`config.mk`:
```
export PLATFORM = sky130hd
export DESIGN_NAME = txds_top
export DESIGN_NICKNAME = d
export VERILOG_FILES = /design/src/rtl/txds_pkg.sv /design/src/rtl/txds_datapath.sv /design/src/rtl/txds_ctrl.sv /design/src/rtl/txds_top.sv
export SDC_FILE = /design/constraint.sdc
export NUM_CORES = 1
export LEC_CHECK = 0
export ABC_AREA = 1
export ABC_CLOCK_PERIOD_IN_PS = 4100
export BUFFER_PORTS_ARGS = -buffer_cell sky130_fd_sc_hd__buf_2
export CAP_MARGIN = 20
export CORE_UTILIZATION = 40
export DETAILED_ROUTE_END_ITERATION = 6
export PLACE_DENSITY_LB_ADDON = 0.08
export RECOVER_POWER = 50
export SLEW_MARGIN = 20
export SYNTH_ARGS = -nofsm -noshare
export SYNTH_HDL_FRONTEND = slang
export SYNTH_SLANG_ARGS = --single-unit
export TNS_END_PERCENT = 100
```
`constraint.sdc`:
```
create_clock -name clk -period 4.1 [get_ports clk]
set_input_delay 0.41 -clock clk [delete_from_list [all_inputs] [get_ports clk]]
set_output_delay 0.41 -clock clk [all_outputs]
set_load 0.02 [all_outputs]
```
`src/rtl/txds_pkg.sv`:
```
package txds_pkg;
  localparam int WORD_W    = 32;
  localparam int SIZE_W    = 11;
  // control-word field positions (decoded by this block)
  localparam int B1_LSB    = 0;
  localparam int B2_LSB    = 11;
  localparam int BIT_FT0   = 22;
  localparam int BIT_CHAIN = 24;
  localparam int BIT_SETUP = 27;
  localparam int BIT_FIRST = 29;
  localparam int BIT_LAST  = 30;
  // status-word position
  localparam int BIT_FT1   = 28;

  typedef enum logic [3:0] {
    S_IDLE, S_DECODE, S_BUF1, S_BUF2, S_SREQ, S_SFILL, S_SLATCH, S_ERR, S_NEXT
  } seqState_t;

  typedef struct packed {
    logic capture;
    logic selBuf2;
    logic fillWrite;
    logic latchMode;
    logic clrCount;
  } dpStrobe_t;

  typedef struct packed {
    logic isSetup;
    logic setupOk;
    logic buf1Use;
    logic buf2Use;
    logic fillLast;
  } dpFlag_t;
endpackage

```
`src/rtl/txds_datapath.sv`:
```
module txds_datapath
  import txds_pkg::*;
#(
  parameter int SETUP_BYTES = 192,
  parameter int DESC_BYTES  = 16,
  localparam int FILL_WORDS = SETUP_BYTES / 4,
  localparam int CNT_W      = $clog2(FILL_WORDS + 1)
) (
  input  logic              clk,
  input  logic              rstN,
  input  dpStrobe_t         strobes,
  input  logic [WORD_W-1:0] descAddr,
  input  logic [WORD_W-1:0] descWord0,
  input  logic [WORD_W-1:0] descCtrl,
  input  logic [WORD_W-1:0] descBuf1Addr,
  input  logic [WORD_W-1:0] descBuf2Addr,
  input  logic              engineStopped,
  input  logic [WORD_W-1:0] rdData,
  output dpFlag_t           flags,
  output logic [WORD_W-1:0] reqAddr,
  output logic [SIZE_W-1:0] reqLen,
  output logic              filtWe,
  output logic [CNT_W-1:0]  filtAddr,
  output logic [WORD_W-1:0] filtData,
  output logic [1:0]        filtMode,
  output logic [WORD_W-1:0] nextDescAddr
);
  localparam logic [SIZE_W-1:0] SETUP_LEN  = SIZE_W'(SETUP_BYTES);
  localparam logic [CNT_W-1:0]  LAST_WORD  = CNT_W'(FILL_WORDS - 1);
  localparam logic [WORD_W-1:0] DESC_STEP  = WORD_W'(DESC_BYTES);

  logic [SIZE_W-1:0] size1Q, size2Q;
  logic              ft0Q, ft1Q, chainQ, setupQ, firstQ, lastQ, stoppedQ;
  logic [WORD_W-1:0] addr1Q, addr2Q, baseQ;
  logic [CNT_W-1:0]  fillCnt;
  logic [1:0]        modeQ;
  logic              unusedBits;

  assign unusedBits = ^{descCtrl[31], descCtrl[26:25], descCtrl[23],
                        descWord0[31:29], descWord0[27:0]};

  always_ff @(posedge clk) begin
    if (!rstN) begin
      size1Q <= '0; size2Q <= '0;
      ft0Q <= 1'b0; ft1Q <= 1'b0; chainQ <= 1'b0; setupQ <= 1'b0;
      firstQ <= 1'b0; lastQ <= 1'b0; stoppedQ <= 1'b0;
      addr1Q <= '0; addr2Q <= '0; baseQ <= '0;
    end else if (strobes.capture) begin
      size1Q   <= descCtrl[B1_LSB +: SIZE_W];
      size2Q   <= descCtrl[B2_LSB +: SIZE_W];
      ft0Q     <= descCtrl[BIT_FT0];
      chainQ   <= descCtrl[BIT_CHAIN];
      setupQ   <= descCtrl[BIT_SETUP];
      firstQ   <= descCtrl[BIT_FIRST];
      lastQ    <= descCtrl[BIT_LAST];
      ft1Q     <= descWord0[BIT_FT1];
      stoppedQ <= engineStopped;
      addr1Q   <= descBuf1Addr;
      addr2Q   <= descBuf2Addr;
      baseQ    <= descAddr;
    end
  end

  // fill counter doubles as the filter RAM word address
  always_ff @(posedge clk) begin
    if (!rstN) fillCnt <= '0;
    else if (strobes.clrCount) fillCnt <= '0;
    else if (strobes.fillWrite) fillCnt <= fillCnt + 1'b1;
  end

  always_ff @(posedge clk) begin
    if (!rstN) modeQ <= 2'b00;
    else if (strobes.latchMode) modeQ <= {ft1Q, ft0Q};
  end

  always_comb begin
    flags.isSetup  = setupQ;
    flags.buf1Use  = (size1Q != '0);
    flags.buf2Use  = !chainQ && (size2Q != '0);
    flags.setupOk  = stoppedQ && (size1Q == SETUP_LEN) && (addr1Q[1:0] == 2'b00)
                     && !firstQ && !lastQ && !flags.buf2Use;
    flags.fillLast = (fillCnt == LAST_WORD);
  end

  assign reqAddr      = strobes.selBuf2 ? addr2Q : addr1Q;
  assign reqLen       = strobes.selBuf2 ? size2Q : size1Q;
  assign filtWe       = strobes.fillWrite;
  assign filtAddr     = fillCnt;
  assign filtData     = rdData;
  assign filtMode     = modeQ;
  assign nextDescAddr = chainQ ? addr2Q : baseQ + DESC_STEP;
endmodule

```
`src/rtl/txds_ctrl.sv`:
```
module txds_ctrl
  import txds_pkg::*;
(
  input  logic      clk,
  input  logic      rstN,
  input  logic      descValid,
  input  logic      reqReady,
  input  logic      rdValid,
  input  dpFlag_t   flags,
  output dpStrobe_t strobes,
  output logic      descReady,
  output logic      reqValid,
  output logic      reqToFilter,
  output logic      nextDescValid,
  output logic      setupErr
);
  seqState_t state, stateNext;

  always_ff @(posedge clk) begin
    if (!rstN) state <= S_IDLE;
    else state <= stateNext;
  end

  always_comb begin
    stateNext     = state;
    strobes       = '0;
    descReady     = 1'b0;
    reqValid      = 1'b0;
    reqToFilter   = 1'b0;
    nextDescValid = 1'b0;
    setupErr      = 1'b0;
    unique case (state)
      S_IDLE: begin
        descReady = 1'b1;
        if (descValid) begin
          strobes.capture  = 1'b1;
          strobes.clrCount = 1'b1;
          stateNext        = S_DECODE;
        end
      end
      S_DECODE: begin
        if (flags.isSetup) stateNext = flags.setupOk ? S_SREQ : S_ERR;
        else if (flags.buf1Use) stateNext = S_BUF1;
        else if (flags.buf2Use) stateNext = S_BUF2;
        else stateNext = S_NEXT;
      end
      S_BUF1: begin
        reqValid = 1'b1;
        if (reqReady) stateNext = flags.buf2Use ? S_BUF2 : S_NEXT;
      end
      S_BUF2: begin
        reqValid        = 1'b1;
        strobes.selBuf2 = 1'b1;
        if (reqReady) stateNext = S_NEXT;
      end
      S_SREQ: begin
        reqValid    = 1'b1;
        reqToFilter = 1'b1;
        if (reqReady) stateNext = S_SFILL;
      end
      S_SFILL: begin
        if (rdValid) begin
          strobes.fillWrite = 1'b1;
          if (flags.fillLast) stateNext = S_SLATCH;
        end
      end
      S_SLATCH: begin
        strobes.latchMode = 1'b1;
        strobes.clrCount  = 1'b1;
        stateNext         = S_NEXT;
      end
      S_ERR: begin
        setupErr  = 1'b1;
        stateNext = S_NEXT;
      end
      S_NEXT: begin
        nextDescValid = 1'b1;
        stateNext     = S_IDLE;
      end
      default: stateNext = S_IDLE;
    endcase
  end
endmodule

```
`src/rtl/txds_top.sv`:
```
module txds_top
  import txds_pkg::*;
#(
  parameter int SETUP_BYTES = 192,
  parameter int DESC_BYTES  = 16,
  localparam int FILL_WORDS = SETUP_BYTES / 4,
  localparam int CNT_W      = $clog2(FILL_WORDS + 1)
) (
  input  logic              clk,
  input  logic              rstN,
  input  logic              descValid,
  output logic              descReady,
  input  logic [WORD_W-1:0] descAddr,
  input  logic [WORD_W-1:0] descWord0,
  input  logic [WORD_W-1:0] descCtrl,
  input  logic [WORD_W-1:0] descBuf1Addr,
  input  logic [WORD_W-1:0] descBuf2Addr,
  input  logic              engineStopped,
  output logic              reqValid,
  input  logic              reqReady,
  output logic [WORD_W-1:0] reqAddr,
  output logic [SIZE_W-1:0] reqLen,
  output logic              reqToFilter,
  input  logic              rdValid,
  input  logic [WORD_W-1:0] rdData,
  output logic              filtWe,
  output logic [CNT_W-1:0]  filtAddr,
  output logic [WORD_W-1:0] filtData,
  output logic [1:0]        filtMode,
  output logic              nextDescValid,
  output logic [WORD_W-1:0] nextDescAddr,
  output logic              setupErr
);
  dpStrobe_t strobes;
  dpFlag_t   flags;

  txds_ctrl u_ctrl (
    .clk, .rstN, .descValid, .reqReady, .rdValid, .flags, .strobes,
    .descReady, .reqValid, .reqToFilter, .nextDescValid, .setupErr
  );

  txds_datapath #(.SETUP_BYTES(SETUP_BYTES), .DESC_BYTES(DESC_BYTES)) u_dp (
    .clk, .rstN, .strobes, .descAddr, .descWord0, .descCtrl, .descBuf1Addr,
    .descBuf2Addr, .engineStopped, .rdData, .flags, .reqAddr, .reqLen,
    .filtWe, .filtAddr, .filtData, .filtMode, .nextDescAddr
  );
endmodule

```
**Word level (Yosys, flattened, before mapping)**

Index checks and enable logic that the tools add are counted.

- Reductions and logical operators: 18
- Equality and inequality tests: 16
- Add/subtract/negate cells: 2
- Bitwise gates (word level): 1
- Muxes and demuxes: 26

Operators with widths:

| kind | count |
|---|---|
| 2-to-1 mux 32 bit | 2 |
| 2-to-1 mux 4 bit | 9 |
| adder 32 x 5 -> 32 bit (second input constant) | 1 |
| one-hot mux 4 bit (7 select lines) | 1 |
| nonzero test 11 bit | 2 |
| == test 4 x 3 -> 1 bit (second input constant) | 4 |
| inequality test 2 bit (second input constant) | 6 |
| == test 11 x 8 -> 1 bit (second input constant) | 1 |
| 2-to-1 mux 1 bit | 11 |
| 2-to-1 mux 11 bit | 1 |
| == test 4 x 2 -> 1 bit (second input constant) | 2 |
| adder 6 x 1 -> 6 bit (second input constant) | 1 |
| == test 6 bit (second input constant) | 1 |
| logical AND 1 bit | 6 |
| AND reduction 6 bit | 1 |
| == test 4 x 1 -> 1 bit (second input constant) | 1 |
| == test 4 bit (second input constant) | 1 |
| zero test 1 bit | 4 |
| zero test 4 bit | 1 |
| OR reduction 2 bit | 2 |
| OR reduction 3 bit | 1 |
| zero test 2 bit | 1 |
| 2-to-1 mux 2 bit | 1 |
| one-hot mux 1 bit (2 select lines) | 1 |
| inverter 1 bit | 1 |

- Input port bits: 198
- Register bits after elaboration: 137
- Logic and storage cells: 78
- Output and inout bits: 121

**Logic depth before layout (Yosys ltp)**

- Word-level depth: 9
- Gate-level depth with buffers: 10

**Modules after synthesis**

A second synthesis with hierarchy kept.

- Cell total of the unflattened synthesis: 1048
- Area total of the unflattened synthesis: 6927.9 sq um

By module, submodules not included:

| module | instances | cells an instance | area each (sq um) |
|---|---|---|---|
| txds_datapath | 1 | 970 | 6520.0 |
| txds_ctrl | 1 | 78 | 407.9 |

**Least setup slack after synthesis**

No wires, ideal clock.

- Path kind: register to output
- From: register u_dp.baseQ[4]
- To: output nextDescAddr[22]
- Arrival time: 1.564 ns
- Buffers on the path: 0
- Data required time: 3.690 ns
- Slack: 2.126 ns
- Cell stages (with the launch flop): 10
- Cell sequence: dfxtp_1 ha_1 nand3_1 nor2_2 nand2_2 nor2_2 nand3_1 o21ai_1 o211ai_1 o21ai_1

- Longest elaborated chain between the ends: 2

Ends and longest elaborated chain:

| item | RTL line | RTL |
|---|---|---|
| start: declaration | txds_datapath.sv:34 | `logic [WORD_W-1:0] addr1Q, addr2Q, baseQ;` |
| start signal: assignment | txds_datapath.sv:60 | `baseQ <= descAddr;` |
| adder 32 x 5 -> 32 bit | txds_datapath.sv:91 | `assign nextDescAddr = chainQ ? addr2Q : baseQ + DESC_STEP;` |
| 2-to-1 mux 32 bit | txds_datapath.sv:91 |  |
| end: declaration | txds_top.sv:31 | `output logic [WORD_W-1:0] nextDescAddr,` |

No other way between the ends.

**Final worst setup path**

- From: register u_ctrl.state[0]
- To: output reqAddr[6]

- Longest elaborated chain between the ends: 3

Ends and longest elaborated chain:

| item | RTL line | RTL |
|---|---|---|
| start: declaration | txds_ctrl.sv:17 | `seqState_t state, stateNext;` |
| start signal: assignment | txds_ctrl.sv:21 | `else state <= stateNext;` |
| == test 4 x 2 -> 1 bit | txds_ctrl.sv:32 | `unique case (state)` |
| 2-to-1 mux 1 bit | txds_ctrl.sv:32 |  |
| 2-to-1 mux 32 bit | txds_datapath.sv:85 | `assign reqAddr = strobes.selBuf2 ? addr2Q : addr1Q;` |
| end: declaration | txds_top.sv:21 | `output logic [WORD_W-1:0] reqAddr,` |

No other way between the ends.

==> flow_metrics.tcl <==
set metrics [dict create \
    status "finished clean" \
    floorplan.die_area_mm2 0.0174 \
    tightest_slew_ps 1370 \
    drv_slew 0 \
    rsz_0062_raised_after_global_routing "no" \
    timing.final.crit_period_ps 3190 \
    startpoint_type "flip-flop" \
    mappedNetlistArea_mm2 0.00675 \
    io_pins 319 \
    floorplan.initialDensity 0.409 \
    finalWorstSetupSlack_ps 907 \
    cts_hold_buf 0 \
    num-fill-cells 1815 \
    clock_tree_buf_depth 2 \
    worst-setup-path-type "reg2out" \
    synth_flop_cell "dfxtp_1" \
    synth-edff-count 0 \
    synth.top_cells.by_area "dfxtp_1 41%, o21ai_0 12%, nand2_1 12%" \
    number_of_global_route_vias_before_repair 6149 \
    postSynthCellCount 968 \
    async_reset_ff_frac 0 \
    final-instance-count-excl-fill 1358 \
    cts_tree "yes" \
    finalWeightedCongestion 0.855 \
    cts.repair_timing.setup_buffer_count 0 \
    number_of_nets_in_the_synthesized_netlist 1168 \
    most_frequent_cell_after_synthesis "nand2_1" \
    nets 1324 \
    cp_data_required_time_ps 3690 \
    layout_worst_path_cycle_share 0.779 \
    register_bit_count_reported_by_yosys 137 \
    path_max_fanout 35 \
    detailroute.via_count 6643 \
    final_worst_clock_skew_ps 4.81 \
    fraction_of_synthesized_cell_area_taken_by_the_top_area_cell_type 0.406 \
    utilization 0.496 \
    classification_of_the_worst_slack_hold_path "in2reg" \
    ir_drop_uv 545 \
    post-dp-hpwl_um 13700 \
    p_per_area_mw_per_mm2 677 \
    synth_sequential_area_ratio 0.406 \
    max-slew-margin-rel 0.0847 \
    drt_pre_antenna_iters 5 \
    worst_setup_hold_path_clk_slew_ps 60 \
    die_h_um 132 \
    grt_max_degree 109 \
    fmax_mhz 313 \
    hold_violations 0 \
    die-width_um 132 \
    syn_to_final_growth_pct 21.5 \
    preCtsSetupSlack_ps 1580 \
    port_buffers 218 \
    initial_antenna_violation_count 2 \
    std_cell_core_area_mm2 0.0165 \
    grtUsageTotal 0.230 \
    row_count 47 \
    gr-total-overflow 0 \
    clock_latency_of_the_later_clocked_register_in_the_worst_skew_pair_ps 420 \
    overall_routed_net_length_um 19800 \
    synth_commonest_cells "209 x nand2_1, 158 x o21ai_0, 138 x a21oi_1" \
    drt-wirelength-per-cell_um 14.6 \
    cp_data_arrival_time_ps 2780 \
    grt_pass1_wl_um 31700 \
    synth.avg_cell_area_um2 6.97 \
    cts_root_buf "clkbuf_16" \
    vias_per_cell 4.89 \
    drt_drc_violations_left 0 \
    post-place-cells 1325 \
    ctsHtreeMaxLevel 4 \
    clock_sink_count 137 \
    finalSetupViolCount 0 \
    worst_hold_slack_ps 231 \
    count_of_warnings_emitted_by_yosys 0 \
    detail-route-antenna-nets 0 \
    timing.setup.tns_ps 0 \
    cap_viol_max_count 0 \
    post_cts_resize_count 0 \
    power.static_leakage_nw 3.54 \
    synth.lib_cells_used.distinct 34 \
    cts_buffers 17 \
    final_layout_size_suffix_gt1_frac 0.218 \
    yosys.area.top_type "dfxtp_1" \
    dr.first_iter.drc_count 396 \
    worst_setup_path_end_kind "output pin" \
]
-- cell usage in the layout, fill, tap and decap left out, drive strengths merged --
cell type  count
xor2          14
nand2        217
nand3         21
o21ai        162
or2            2
bufinv         3
inv          105
o31a           1
nor3b          1
nor2          45
nor4           2
diode          1
o22ai          4
clkinv         8
o211ai         5
nand4          6
clkbuf        49
nor3          16
clkinvlp       2
a31oi          1
dfxtp        137
o21bai         1
ha             2
buf          194
a21oi        139
-- where the power goes --
| part | internal (W) | total, W | leakage (nW) | switching (W) |
|---|---|---|---|---|
| clock | 0.000967 | 0.00157 | 0.292 | 0.000599 |
| combinational | 0.000607 | 0.00207 | 2.12 | 0.00146 |
| sequential | 0.00169 | 0.00192 | 1.13 | 0.000221 |
-- layer usage --
metal  global-route usage  up-vias  part of all wire
li1                     -     3443                 -
met4               0.0562        2            0.0080
met2                0.372      163              0.46
met5                    0        -           0.00066
met1                0.303     3020              0.47
met3               0.0619       15             0.057
-- sequential cells by signal (all words and copies together), names as in the netlist --
register       count
u_dp.addr1Q       32
u_dp.addr2Q       32
u_dp.baseQ        32
u_dp.size1Q       11
u_dp.size2Q       11
u_dp.filtAddr      6
u_ctrl.state       4
u_dp.filtMode      2
u_dp.chainQ        1
u_dp.firstQ        1
u_dp.ft0Q          1
u_dp.ft1Q          1
u_dp.lastQ         1
u_dp.setupQ        1
u_dp.stoppedQ      1
-- area by class of cell --
cell class / instances / area [µm²] / share of cell area
Multi-Input combinational cell: 639 / 3080 / 0.375
Sequential cell: 137 / 2740 / 0.334
Timing Repair Buffer: 224 / 1120 / 0.136
Clock buffer: 19 / 443 / 0.0540
Inverter: 105 / 394 / 0.0480
Tap cell: 220 / 275 / 0.0336
Clock inverter: 13 / 153 / 0.0186
Antenna cell: 1 / 2.50 / 0.000305
-- path summary, 6_finish.rpt --
| path | startpoint | cells past startpoint | slack [ps] | to |
|---|---|---|---|---|
| worst max-delay path | u_ctrl.state[0] | 7 | 910 | reqAddr[6] |
| worst min-delay path | descBuf1Addr[9] | 3 | 230 | u_dp.addr1Q[9] |
| worst max register to register | u_ctrl.state[1] | 8 | 1310 | u_dp.filtAddr[2] |
| worst min register to register | u_dp.ft1Q | 2 | 450 | u_dp.ft1Q |
-- stage by stage --
| step | power (W) | area, µm² |
|---|---|---|
| 6_report | 0.00555 | 8200 |
| 5_1_grt | 0.00594 | 8200 |
| 4_1_cts | 0.00563 | 8270 |
| 3_3_place_gp | 0.00403 | 7650 |
| 3_5_place_dp | 0.00406 | 7670 |
| 2_1_floorplan | 0.00350 | 6750 |
-- worst max-delay path, stage by stage (launching register included) --
cell and delay (ps):
dfxtp_1 420, nand2_1 100, inv_1 90, nand2_1 660
buf_16 450, buf_4 220, o21ai_0 210, buf_2 200
-- cells by family after synthesis --
group | synth area share
compound gates | 0.236
fa+ha+maj | 0.00371
buf+inv | 0.136
simple gates | 0.199
xor+xnor | 0.0182
flops | 0.406
No activity file was read; power rests on OpenSTA's default activity.
